**src/rtl/flash_cmd_pkg.sv**
```systemverilog
`timescale 1ns/1ps
package flash_cmd_pkg;

  localparam logic [7:0] CODE_RD_ARRAY  = 8'hFF;
  localparam logic [7:0] CODE_RD_STATUS = 8'h70;
  localparam logic [7:0] CODE_RD_IDENT  = 8'h90;
  localparam logic [7:0] CODE_RD_QUERY  = 8'h98;
  localparam logic [7:0] CODE_CLEAR     = 8'h50;
  localparam logic [7:0] CODE_WORD_PROG = 8'h40;
  localparam logic [7:0] CODE_OTP_PROG  = 8'hC0;
  localparam logic [7:0] CODE_ERASE     = 8'h20;
  localparam logic [7:0] CODE_BUF_PROG  = 8'hE8;
  localparam logic [7:0] CODE_SUSPEND   = 8'hB0;
  localparam logic [7:0] CODE_CONFIRM   = 8'hD0;

  typedef enum logic [1:0] {
    RM_ARRAY  = 2'd0,
    RM_STATUS = 2'd1,
    RM_IDENT  = 2'd2,
    RM_QUERY  = 2'd3
  } rd_mode_t;

  typedef enum logic [3:0] {
    CK_NONE, CK_RD_ARRAY, CK_RD_STAT, CK_RD_ID, CK_QUERY, CK_CLEAR,
    CK_PROG, CK_ERASE, CK_BUF, CK_SUSP, CK_CONFIRM
  } cmd_kind_t;

  typedef enum logic [2:0] {
    ST_READY, ST_PSETUP, ST_ESETUP, ST_BSETUP,
    ST_PBUSY, ST_EBUSY, ST_PSUSP, ST_ESUSP
  } ctl_state_t;

  // sticky error flag slots
  localparam int ERR_N     = 4;
  localparam int ERR_LOCK  = 0;  // status bit 1
  localparam int ERR_VPP   = 1;  // status bit 3
  localparam int ERR_PROG  = 2;  // status bit 4
  localparam int ERR_ERASE = 3;  // status bit 5

endpackage

```
**src/rtl/cmd_decode.sv**
```systemverilog
`timescale 1ns/1ps
module cmd_decode
  import flash_cmd_pkg::*;
(
  input  logic [7:0] code,
  output cmd_kind_t  kind
);
  always_comb begin
    unique case (code)
      CODE_RD_ARRAY:  kind = CK_RD_ARRAY;
      CODE_RD_STATUS: kind = CK_RD_STAT;
      CODE_RD_IDENT:  kind = CK_RD_ID;
      CODE_RD_QUERY:  kind = CK_QUERY;
      CODE_CLEAR:     kind = CK_CLEAR;
      CODE_WORD_PROG: kind = CK_PROG;
      CODE_OTP_PROG:  kind = CK_PROG;
      CODE_ERASE:     kind = CK_ERASE;
      CODE_BUF_PROG:  kind = CK_BUF;
      CODE_SUSPEND:   kind = CK_SUSP;
      CODE_CONFIRM:   kind = CK_CONFIRM;
      default:        kind = CK_NONE;
    endcase
  end
endmodule

```
**src/rtl/wsm_timer.sv**
```systemverilog
`timescale 1ns/1ps
module wsm_timer #(
  parameter int CNT_W = 16
) (
  input  logic             clk,
  input  logic             rst_n,
  input  logic             load,
  input  logic [CNT_W-1:0] len,
  input  logic             run,
  output logic             done
);
  localparam logic [CNT_W-1:0] ONE = CNT_W'(1);

  logic [CNT_W-1:0] cnt_q;

  always_ff @(posedge clk) begin
    if (!rst_n)                   cnt_q <= '0;
    else if (load)                cnt_q <= (len == '0) ? ONE : len;
    else if (run && cnt_q != '0)  cnt_q <= cnt_q - ONE;
  end

  assign done = run && (cnt_q == ONE);
endmodule

```
**src/rtl/sticky_bits.sv**
```systemverilog
`timescale 1ns/1ps
module sticky_bits #(
  parameter int N = 4
) (
  input  logic         clk,
  input  logic         rst_n,
  input  logic [N-1:0] set,
  input  logic         clr,
  output logic [N-1:0] q
);
  for (genvar i = 0; i < N; i++) begin : g_bit
    always_ff @(posedge clk) begin
      if (!rst_n)      q[i] <= 1'b0;
      else if (set[i]) q[i] <= 1'b1;
      else if (clr)    q[i] <= 1'b0;
    end
  end
endmodule

```
**src/rtl/flash_cmd_ctrl.sv**
```systemverilog
`timescale 1ns/1ps
module flash_cmd_ctrl
  import flash_cmd_pkg::*;
#(
  parameter int CNT_W = 16
) (
  input  logic             clk,
  input  logic             rst_n,
  input  logic             cmd_valid,
  output logic             cmd_ready,
  input  logic [7:0]       cmd_code,
  input  logic [CNT_W-1:0] busy_len,
  input  logic             blk_locked,
  input  logic             vpp_ok,
  input  logic             fail_inject,
  output logic [1:0]       read_mode,
  output logic [7:0]       status,
  output logic             busy
);
  ctl_state_t       st_q, st_d;
  rd_mode_t         mode_q, mode_d;
  logic             swallow_q, swallow_d;
  logic             fail_q, fail_d;
  cmd_kind_t        kind;
  logic             acc;
  logic [ERR_N-1:0] err_q, err_set;
  logic             err_clr;
  logic             t_load, t_run, t_done;
  logic             start, start_erase;
  logic             op_bit_prog, op_bit_erase;

  assign cmd_ready = 1'b1;
  assign acc       = cmd_valid && cmd_ready;

  cmd_decode u_dec (.code(cmd_code), .kind(kind));

  wsm_timer #(.CNT_W(CNT_W)) u_tmr (
    .clk(clk), .rst_n(rst_n), .load(t_load), .len(busy_len),
    .run(t_run), .done(t_done)
  );

  sticky_bits #(.N(ERR_N)) u_err (
    .clk(clk), .rst_n(rst_n), .set(err_set), .clr(err_clr), .q(err_q)
  );

  assign t_run = (st_q == ST_PBUSY) || (st_q == ST_EBUSY);

  always_comb begin
    st_d        = st_q;
    mode_d      = mode_q;
    swallow_d   = swallow_q;
    fail_d      = fail_q;
    err_set     = '0;
    err_clr     = 1'b0;
    t_load      = 1'b0;
    start       = 1'b0;
    start_erase = 1'b0;

    unique case (st_q)
      ST_READY: if (acc) begin
        unique case (kind)
          CK_RD_ARRAY: mode_d = RM_ARRAY;
          CK_RD_STAT:  mode_d = RM_STATUS;
          CK_RD_ID:    mode_d = RM_IDENT;
          CK_QUERY:    mode_d = RM_QUERY;
          CK_CLEAR:    err_clr = 1'b1;
          CK_PROG:     begin st_d = ST_PSETUP; mode_d = RM_STATUS; end
          CK_ERASE:    begin st_d = ST_ESETUP; mode_d = RM_STATUS; end
          CK_BUF:      begin st_d = ST_BSETUP; mode_d = RM_STATUS; end
          default:     ;
        endcase
      end
      ST_PSETUP: if (acc) start = 1'b1;
      ST_ESETUP, ST_BSETUP: if (acc) begin
        if (kind == CK_CONFIRM) begin
          start       = 1'b1;
          start_erase = (st_q == ST_ESETUP);
        end else begin
          err_set[ERR_ERASE] = 1'b1;
          err_set[ERR_PROG]  = 1'b1;
          st_d               = ST_READY;
        end
      end
      ST_PBUSY, ST_EBUSY: begin
        if (t_done) begin
          st_d = ST_READY;
          if (fail_q) begin
            err_set[ERR_PROG]  = (st_q == ST_PBUSY);
            err_set[ERR_ERASE] = (st_q == ST_EBUSY);
          end
        end else if (acc && kind == CK_SUSP) begin
          st_d = (st_q == ST_PBUSY) ? ST_PSUSP : ST_ESUSP;
        end
      end
      ST_PSUSP, ST_ESUSP: if (acc) begin
        if (swallow_q) begin
          swallow_d = 1'b0;
        end else begin
          unique case (kind)
            CK_RD_ARRAY: mode_d = RM_ARRAY;
            CK_RD_STAT:  mode_d = RM_STATUS;
            CK_RD_ID:    mode_d = RM_IDENT;
            CK_QUERY:    mode_d = RM_QUERY;
            CK_CLEAR:    err_clr = 1'b1;
            CK_ERASE:    swallow_d = 1'b1;
            CK_CONFIRM: begin
              st_d   = (st_q == ST_PSUSP) ? ST_PBUSY : ST_EBUSY;
              mode_d = RM_STATUS;
            end
            default:     ;
          endcase
        end
      end
      default: st_d = ST_READY;
    endcase

    op_bit_prog  = start && !start_erase;
    op_bit_erase = start && start_erase;

    if (start) begin
      if (blk_locked || !vpp_ok) begin
        err_set[ERR_LOCK]  = blk_locked;
        err_set[ERR_VPP]   = !vpp_ok;
        err_set[ERR_PROG]  = op_bit_prog;
        err_set[ERR_ERASE] = op_bit_erase;
        st_d               = ST_READY;
      end else begin
        t_load = 1'b1;
        fail_d = fail_inject;
        st_d   = start_erase ? ST_EBUSY : ST_PBUSY;
      end
    end
  end

  always_ff @(posedge clk) begin
    if (!rst_n) begin
      st_q      <= ST_READY;
      mode_q    <= RM_ARRAY;
      swallow_q <= 1'b0;
      fail_q    <= 1'b0;
    end else begin
      st_q      <= st_d;
      mode_q    <= mode_d;
      swallow_q <= swallow_d;
      fail_q    <= fail_d;
    end
  end

  assign busy      = t_run;
  assign read_mode = mode_q;
  assign status    = busy ? 8'h00 :
                     {1'b1, st_q == ST_ESUSP, err_q[ERR_ERASE], err_q[ERR_PROG],
                      err_q[ERR_VPP], st_q == ST_PSUSP, err_q[ERR_LOCK], 1'b0};
endmodule

```
**config.mk**
```make
export PLATFORM = sky130hd
export DESIGN_NAME = flash_cmd_ctrl
export DESIGN_NICKNAME = d
export VERILOG_FILES = /design/src/rtl/flash_cmd_pkg.sv /design/src/rtl/cmd_decode.sv /design/src/rtl/wsm_timer.sv /design/src/rtl/sticky_bits.sv /design/src/rtl/flash_cmd_ctrl.sv
export SDC_FILE = /design/constraint.sdc
export NUM_CORES = 1
export LEC_CHECK = 0
export BUFFER_PORTS_ARGS = -buffer_cell sky130_fd_sc_hd__buf_2
export CAP_MARGIN = 30
export CORE_MARGIN = 4
export CORE_UTILIZATION = 45
export CTS_CLUSTER_DIAMETER = 150
export DETAILED_ROUTE_END_ITERATION = 16
export GPL_TIMING_DRIVEN = 0
export PLACE_DENSITY = 0.65
export SKIP_CTS_REPAIR_TIMING = 1
export SLEW_MARGIN = 15
export SYNTH_ARGS = -nofsm -noshare
export SYNTH_HDL_FRONTEND = slang
export SYNTH_HIERARCHICAL = 1
export SYNTH_SLANG_ARGS = --single-unit
```
**constraint.sdc**
```tcl
create_clock -name clk -period 8.1 [get_ports clk]
set_clock_uncertainty 0.1 [all_clocks]
set_input_delay 0.405 -clock clk [delete_from_list [all_inputs] [get_ports clk]]
set_output_delay 0.405 -clock clk [all_outputs]
set_load 0.03 [all_outputs]
```
# --- Yosys cells after proc, flatten, opt, wreduce, memory -nomap -nowiden ---
# Index checks and enable logic that the tools add are counted.
totals:
  inputBits: 30
  mem_bits_ro: 0
  latchBits: 0
  mem_bits_rw: 0
  regBits: 27
  n_memories: 0
op_classes:
  magnitude_cmp: 0
  shift: 0
  div_mod_pow: 0
  addsub: 1
  n_mux: 54
  n_eq_ne: 42
  reduce_logical: 29
  bitwise: 1
  mul: 0
op_table:
  columns: ["operator", "count"]
  rows:
  - ["$eq A8 B8 Y1 const B", 7]
  - ["$mux W16", 3]
  - ["$pmux W4 S10", 1]
  - ["$mux W3", 10]
  - ["$eq A8 B7 Y1 const B", 3]
  - ["$mux W1", 22]
  - ["$ne A3 B3 Y1 const B", 6]
  - ["$eq A16 B1 Y1 const B", 1]
  - ["$eq A4 B3 Y1 const B", 4]
  - ["$logic_not A16 Y1", 1]
  - ["$pmux W2 S4", 2]
  - ["$reduce_bool A16 Y1", 1]
  - ["$sub A16 B1 Y16 const B", 1]
  - ["$mux W2", 7]
  - ["$eq A3 B3 Y1 const B", 4]
  - ["$eq A4 B4 Y1 const B", 3]
  - ["$pmux W3 S4", 1]
  - ["$reduce_bool A2 Y1", 6]
  - ["$reduce_or A2 Y1", 5]
  - ["$pmux W3 S3", 1]
  - ["$reduce_and A9 Y1", 1]
  - ["$eq A4 B2 Y1 const B", 2]
  - ["$eq A8 B6 Y1 const B", 1]
  - ["$mux W4", 2]
  - ["other kinds (20)", 32]

# --- Logic depth before layout (Yosys ltp) ---
depth:
  depth_word: 12
  mapped_depth: 13

# --- By module ---
# The synthesis kept the hierarchy.
modules_own_cells:
  columns: ["mod", "cells_each", "area_each_um2", "seq_area_each_um2", "n_inst"]
  rows:
  - ["wsm_timer", 136, 1166.1, 320.3, 1]
  - ["flash_cmd_ctrl", 111, 770.7, 140.1, 1]
  - ["cmd_decode", 28, 202.7, 0.0, 1]
  - ["sticky_bits", 12, 135.1, 80.1, 1]

# --- Worst setup path after synthesis ---
# OpenSTA, ideal clock, no wires.
synth_path:
  path_kind: "input to register"
  start: "input port cmd_code[5]"
  end: "register u_tmr.cnt_q[12]"
  setup_time_ns: 0.062
  setup_slack_ns: 5.005
  stages: 12
  arrival_time_ns: 2.932
  required_ns: 7.938
  path_buffers: 3
  path_cell_list: "buf_4 -> or3b_1 -> a211oi_1 -> o31a_1 -> buf_6 -> and4bb_2 -> a21oi_1 -> nor2_1 -> clkbuf_1 -> or3_1 -> or3_1 -> nand3_1"
synth_via:
  elab_chain_len: 9
synth_lines:
  columns: ["element", "line_no", "source"]
  rows:
  - ["start, declared", "flash_cmd_ctrl.sv:11", "input logic [7:0] cmd_code,"]
  - ["$eq A8 B7 Y1 / $eq A8 B8 Y1 (equally long branches)", "cmd_decode.sv:9", "unique case (code)"]
  - ["$reduce_or A2 Y1 (no line)", null, null]
  - ["$pmux W4 S10 (*)", "cmd_decode.sv:9", null]
  - ["via kind[2]", "flash_cmd_ctrl.sv:24", "cmd_kind_t kind;"]
  - ["$eq A4 B4 Y1 (*)", "flash_cmd_ctrl.sv:75", "if (kind == CK_CONFIRM) begin"]
  - ["$mux W1 (*)", "flash_cmd_ctrl.sv:75", null]
  - ["$mux W1 (*)", "flash_cmd_ctrl.sv:74", "ST_ESETUP, ST_BSETUP: if (acc) begin"]
  - ["$pmux W1 S2 (*)", "flash_cmd_ctrl.sv:59", "unique case (st_q)"]
  - ["$mux W1 (*)", "flash_cmd_ctrl.sv:120", "if (start) begin"]
  - ["via t_load", "flash_cmd_ctrl.sv:28", "logic t_load, t_run, t_done;"]
  - ["$mux W16 / $reduce_bool A2 Y1 (equally long branches)", null, null]
  - ["end signal, assigned", "wsm_timer.sv:18", "else if (load) cnt_q <= (len == '0) ? ONE : len;"]
  - ["end signal, assigned", "wsm_timer.sv:19", "else if (run && cnt_q != '0) cnt_q <= cnt_q - ONE;"]
  - ["end, declared", "wsm_timer.sv:14", "logic [CNT_W-1:0] cnt_q;"]
# Mark *: on every way through the listed nets, which the timed path passes. The rest lies on a longest branch.
# A chain may end at the register's enable or synchronous reset.

# --- Worst setup path in the final report ---
layout_path:
  start: "input port cmd_code[7]"
  end: "register u_tmr.cnt_q[14]"
# Same word-level chain as after synthesis.

==> out/qor.tcl <==
set qor(outcome) {complete, no violations}
set qor(htree_levels) 1
set qor(die_width_microns) 79.1
set qor(postLayoutCellArea_sq_um) 2580
set qor(leakagePower_nw) 0.983
set qor(tritoncts) {built}
set qor(setup_repair_after_global_routing_missed_its_margin) {no}
set qor(route.detailed.drc) 0
set qor(post-synth-top-count-cell) {dfxtp_1}
set qor(period_share) 0.426
set qor(flops_latches_synth) 27
set qor(worst-r2r-setup-slack_ps) 4910
set qor(top_cell_type_s_share_of_synthesized_area) 0.238
set qor(detailedPlacementHpwl_microns) 4470
set qor(core_area_sq_um) 4820
set qor(tns_ps) 0
set qor(io_buffer_count) 36
set qor(synth_edf_count) 0
set qor(post_synth_fa_ha_maj_area_fraction) 0.0110
set qor(grt_start_max_net_pins) 17
set qor(yosys.area.top_type) {dfxtp_1}
set qor(dpl.cell_count) 390
set qor(worstHoldPathCells) 3
set qor(power.sequential.fraction) 0.533
set qor(antennaDiodeCount) 0
set qor(reg2reg_to) {st_q[1]}
set qor(synth.yosys.seq_area_share) 0.238
set qor(hold_path.startpoint) {busy_len[5]}
set qor(grt_use_total) 0.193
set qor(muxShareOfSynthArea) 0
set qor(peakVddDrop_v) 0.0000653
set qor(combinational_family_with_the_most_area_after_synthesis) {simple AND/OR/NAND/NOR gates}
set qor(wl_final_microns) 6050
set qor(slew_viol_final) 0
set qor(average_size_of_a_mapped_cell_sq_um) 7.93
set qor(fp.dieH_microns) 79.1
set qor(setup-violations-final) 0
set qor(tightestPinTransition_ps) 829
set qor(asyncSetResetFlopFracSynth) 0
set qor(timing.critical_path.required_ps) 8210
set qor(layout.filler_cells) 493
set qor(drtPass1Iterations) 4
set qor(internal_power_mw) 0.183
set qor(timing.reg2reg.worst_path_depth) 10
set qor(finalNetCount) 360
set qor(number_of_antenna_violations_at_the_first_check_in_global_routing) 0
set qor(hold_path_end) {u_tmr/cnt_q[5]}
set qor(cts.sinks) 27
set qor(via_count_of_the_first_global_routing_pass) 2006
set qor(drt_iter0_markers) 184
set qor(gr-total-overflow) 0
set qor(finalHoldViolCount) 0
set qor(power.density_cell_area_nw_per_um2) 97.2
set qor(synth_common_cells) {dfxtp_1, nand2_1, nor2_1, o21ai_0, a21oi_1}
set qor(critPathArrivalTime_ps) 3560
set qor(floorplan.die_area_sq_um) 6260
set qor(global_route_wire_length_before_repair_microns) 9850
set qor(hold_slack_ps) 262
set qor(power.combinational.fraction) 0.149
set qor(postLayoutCoreUtil) 0.537
set qor(max_cap_viols) 0
set qor(worstSetupPathType) {in -> reg}
set qor(cts_buffer_depth) 2
set qor(preCtsSetupSlack_ps) 4420
set qor(drive_gt1_frac) 0.235
set qor(worst_hold_path_type) {in -> reg}
set qor(postSynthCellCount) 287
set qor(postPlaceCellArea_sq_um) 2540
set qor(via_count) 2351
set qor(syn-num-nets) 319
set qor(detail_route.vias_per_cell) 5.97
set qor(worst_r2r_startpoint) {st_q[1]}
set qor(clock_latency_of_the_later_clocked_register_in_the_worst_skew_pair_ps) 270
set qor(crit_fanout) 10
set qor(clkTransAtPathRegs_ps) 100
set qor(top_level_ports) 42
set qor(max-slew-margin-rel) 0.440
set qor(antenna_viol_nets_final) 0
set qor(p_sw_mw) 0.0678
set qor(timing.final.ws_setup_ps) 4650
set qor(gpl_wtd_cong) 0.888
set qor(area_growth_syn_to_layout_pct) 13.6
set qor(detail_route.wl_per_cell_microns) 15.4
set qor(synth_compound_gate_area_share) 0.314
set qor(power.switching_fraction) 0.270
set qor(post_synth_simple_gate_area) 0.347
set qor(worst_setup_path_start_kind) {primary input}
set qor(share_of_the_synthesized_netlist_area_taken_by_xor_and_xnor_gates) 0.0193
set qor(netlist-cell-type-count) 76
set qor(syn-cell-area_sq_um) 2270
set qor(cts-buffers-inserted) 3
set qor(synth_area_leaders) {dfxtp_1, nand2_1, o21ai_0, a21oi_1, nor2_1}
set qor(max_clock_freq_mhz) 290
set qor(synth_ff_type) {dfxtp_1}
set qor(placementRows) 25
set qor(initial_core_utilization) 0.472
set qor(worst_setup_path_end_kind) {flip-flop}
set qor(clockPowerShare) 0.318
set qor(report.power.total_mw) 0.251
set qor(cts_root_buffer) {clkbuf_8}
set qor(timing.final.crit_period_ps) 3450
set qor(yosysWarnings) 6
set qor(final-instance-count-excl-fill) 394
-- power groups by stage --
stage	sequential (mW)	combinational, mW	clock [mW]
2_1_floorplan	0.137	0.0214	0
3_3_place_gp	0.137	0.0369	0
3_5_place_dp	0.137	0.0370	0
4_1_cts	0.134	0.0372	0.0848
5_1_grt	0.134	0.0407	0.0891
6_report	0.134	0.0376	0.0799
-- worst max-delay path, stage by stage --
cell and delay (ps):
buf_2 140, or3b_1 410, a211oi_1 250, o31a_1 180
buf_6 140, and4bb_2 280, a21oi_1 380, nor2_1 130
clkbuf_1 250, inv_1 210, clkbuf_1 440, o21ai_0 170
a31oi_1 160
-- cells by family after synthesis --
| logic type | after synthesis |
|---|---|
| simple gates | 129 |
| compound gates | 94 |
| buf+inv | 28 |
| flops | 27 |
| other cells | 2 |
| xor+xnor | 5 |
| fa+ha+maj | 2 |
-- layout by cell type, fill, tap and decap left out, types with 4 or more instances in the layout --
cell / n
buf_2: 41
dfxtp_1: 27
nand2_1: 24
nor2_1: 18
o21ai_0: 15
a21oi_1: 14
nand3_1: 12
or4_1: 9
nor4_1: 9
nand2b_1: 8
inv_1: 8
or3_1: 8
o31ai_1: 7
o21a_1: 7
nor2b_1: 6
a31oi_1: 6
clkbuf_1: 5
xnor2_1: 5
buf_6: 4
buf_4: 4
and2_1: 4
nor3_1: 4
-- registers in the layout (all words and copies together) (netlist names) --
signal	flops
u_err/q	4
swallow_q	1
read_mode	2
fail_q	1
st_q	3
u_tmr/cnt_q	16
-- per-layer routing --
layer / track usage / wire length, microns / up-vias
li1: - / - / 1184
met4: 0.0464 / 51 / 0
met5: 0 / 0 / -
met1: 0.287 / 3010 / 1100
met2: 0.298 / 2680 / 63
met3: 0.0193 / 308 / 4
-- how the worst max path moves through the flow --
| stage | from | end | slack (ps) | cells past startpoint |
|---|---|---|---|---|
| floorplan | cmd_code[5] | u_tmr/cnt_q[12] | 5010 | 12 |
| global placement | cmd_code[7] | u_tmr/cnt_q[1] | 4390 | 13 |
| detailed placement | cmd_code[7] | u_tmr/cnt_q[1] | 4420 | 13 |
| CTS | cmd_code[7] | u_tmr/cnt_q[1] | 4700 | 13 |
| global route | cmd_code[7] | u_tmr/cnt_q[14] | 4380 | 13 |
| finish | cmd_code[7] | u_tmr/cnt_q[14] | 4650 | 13 |
-- final cells by class --
cell class / count / area (sq um) / area share
Inverter: 9 / 33.8 / 0.0131
Timing Repair Buffer: 36 / 180 / 0.0697
Multi-Input combinational cell: 232 / 1580 / 0.610
Clock inverter: 1 / 5.00 / 0.00194
Sequential cell: 27 / 541 / 0.209
Clock buffer: 3 / 41.3 / 0.0160
Tap cell: 67 / 83.8 / 0.0324
Buffer: 19 / 123 / 0.0474
Note: power is estimated with default switching activity, not from simulation.
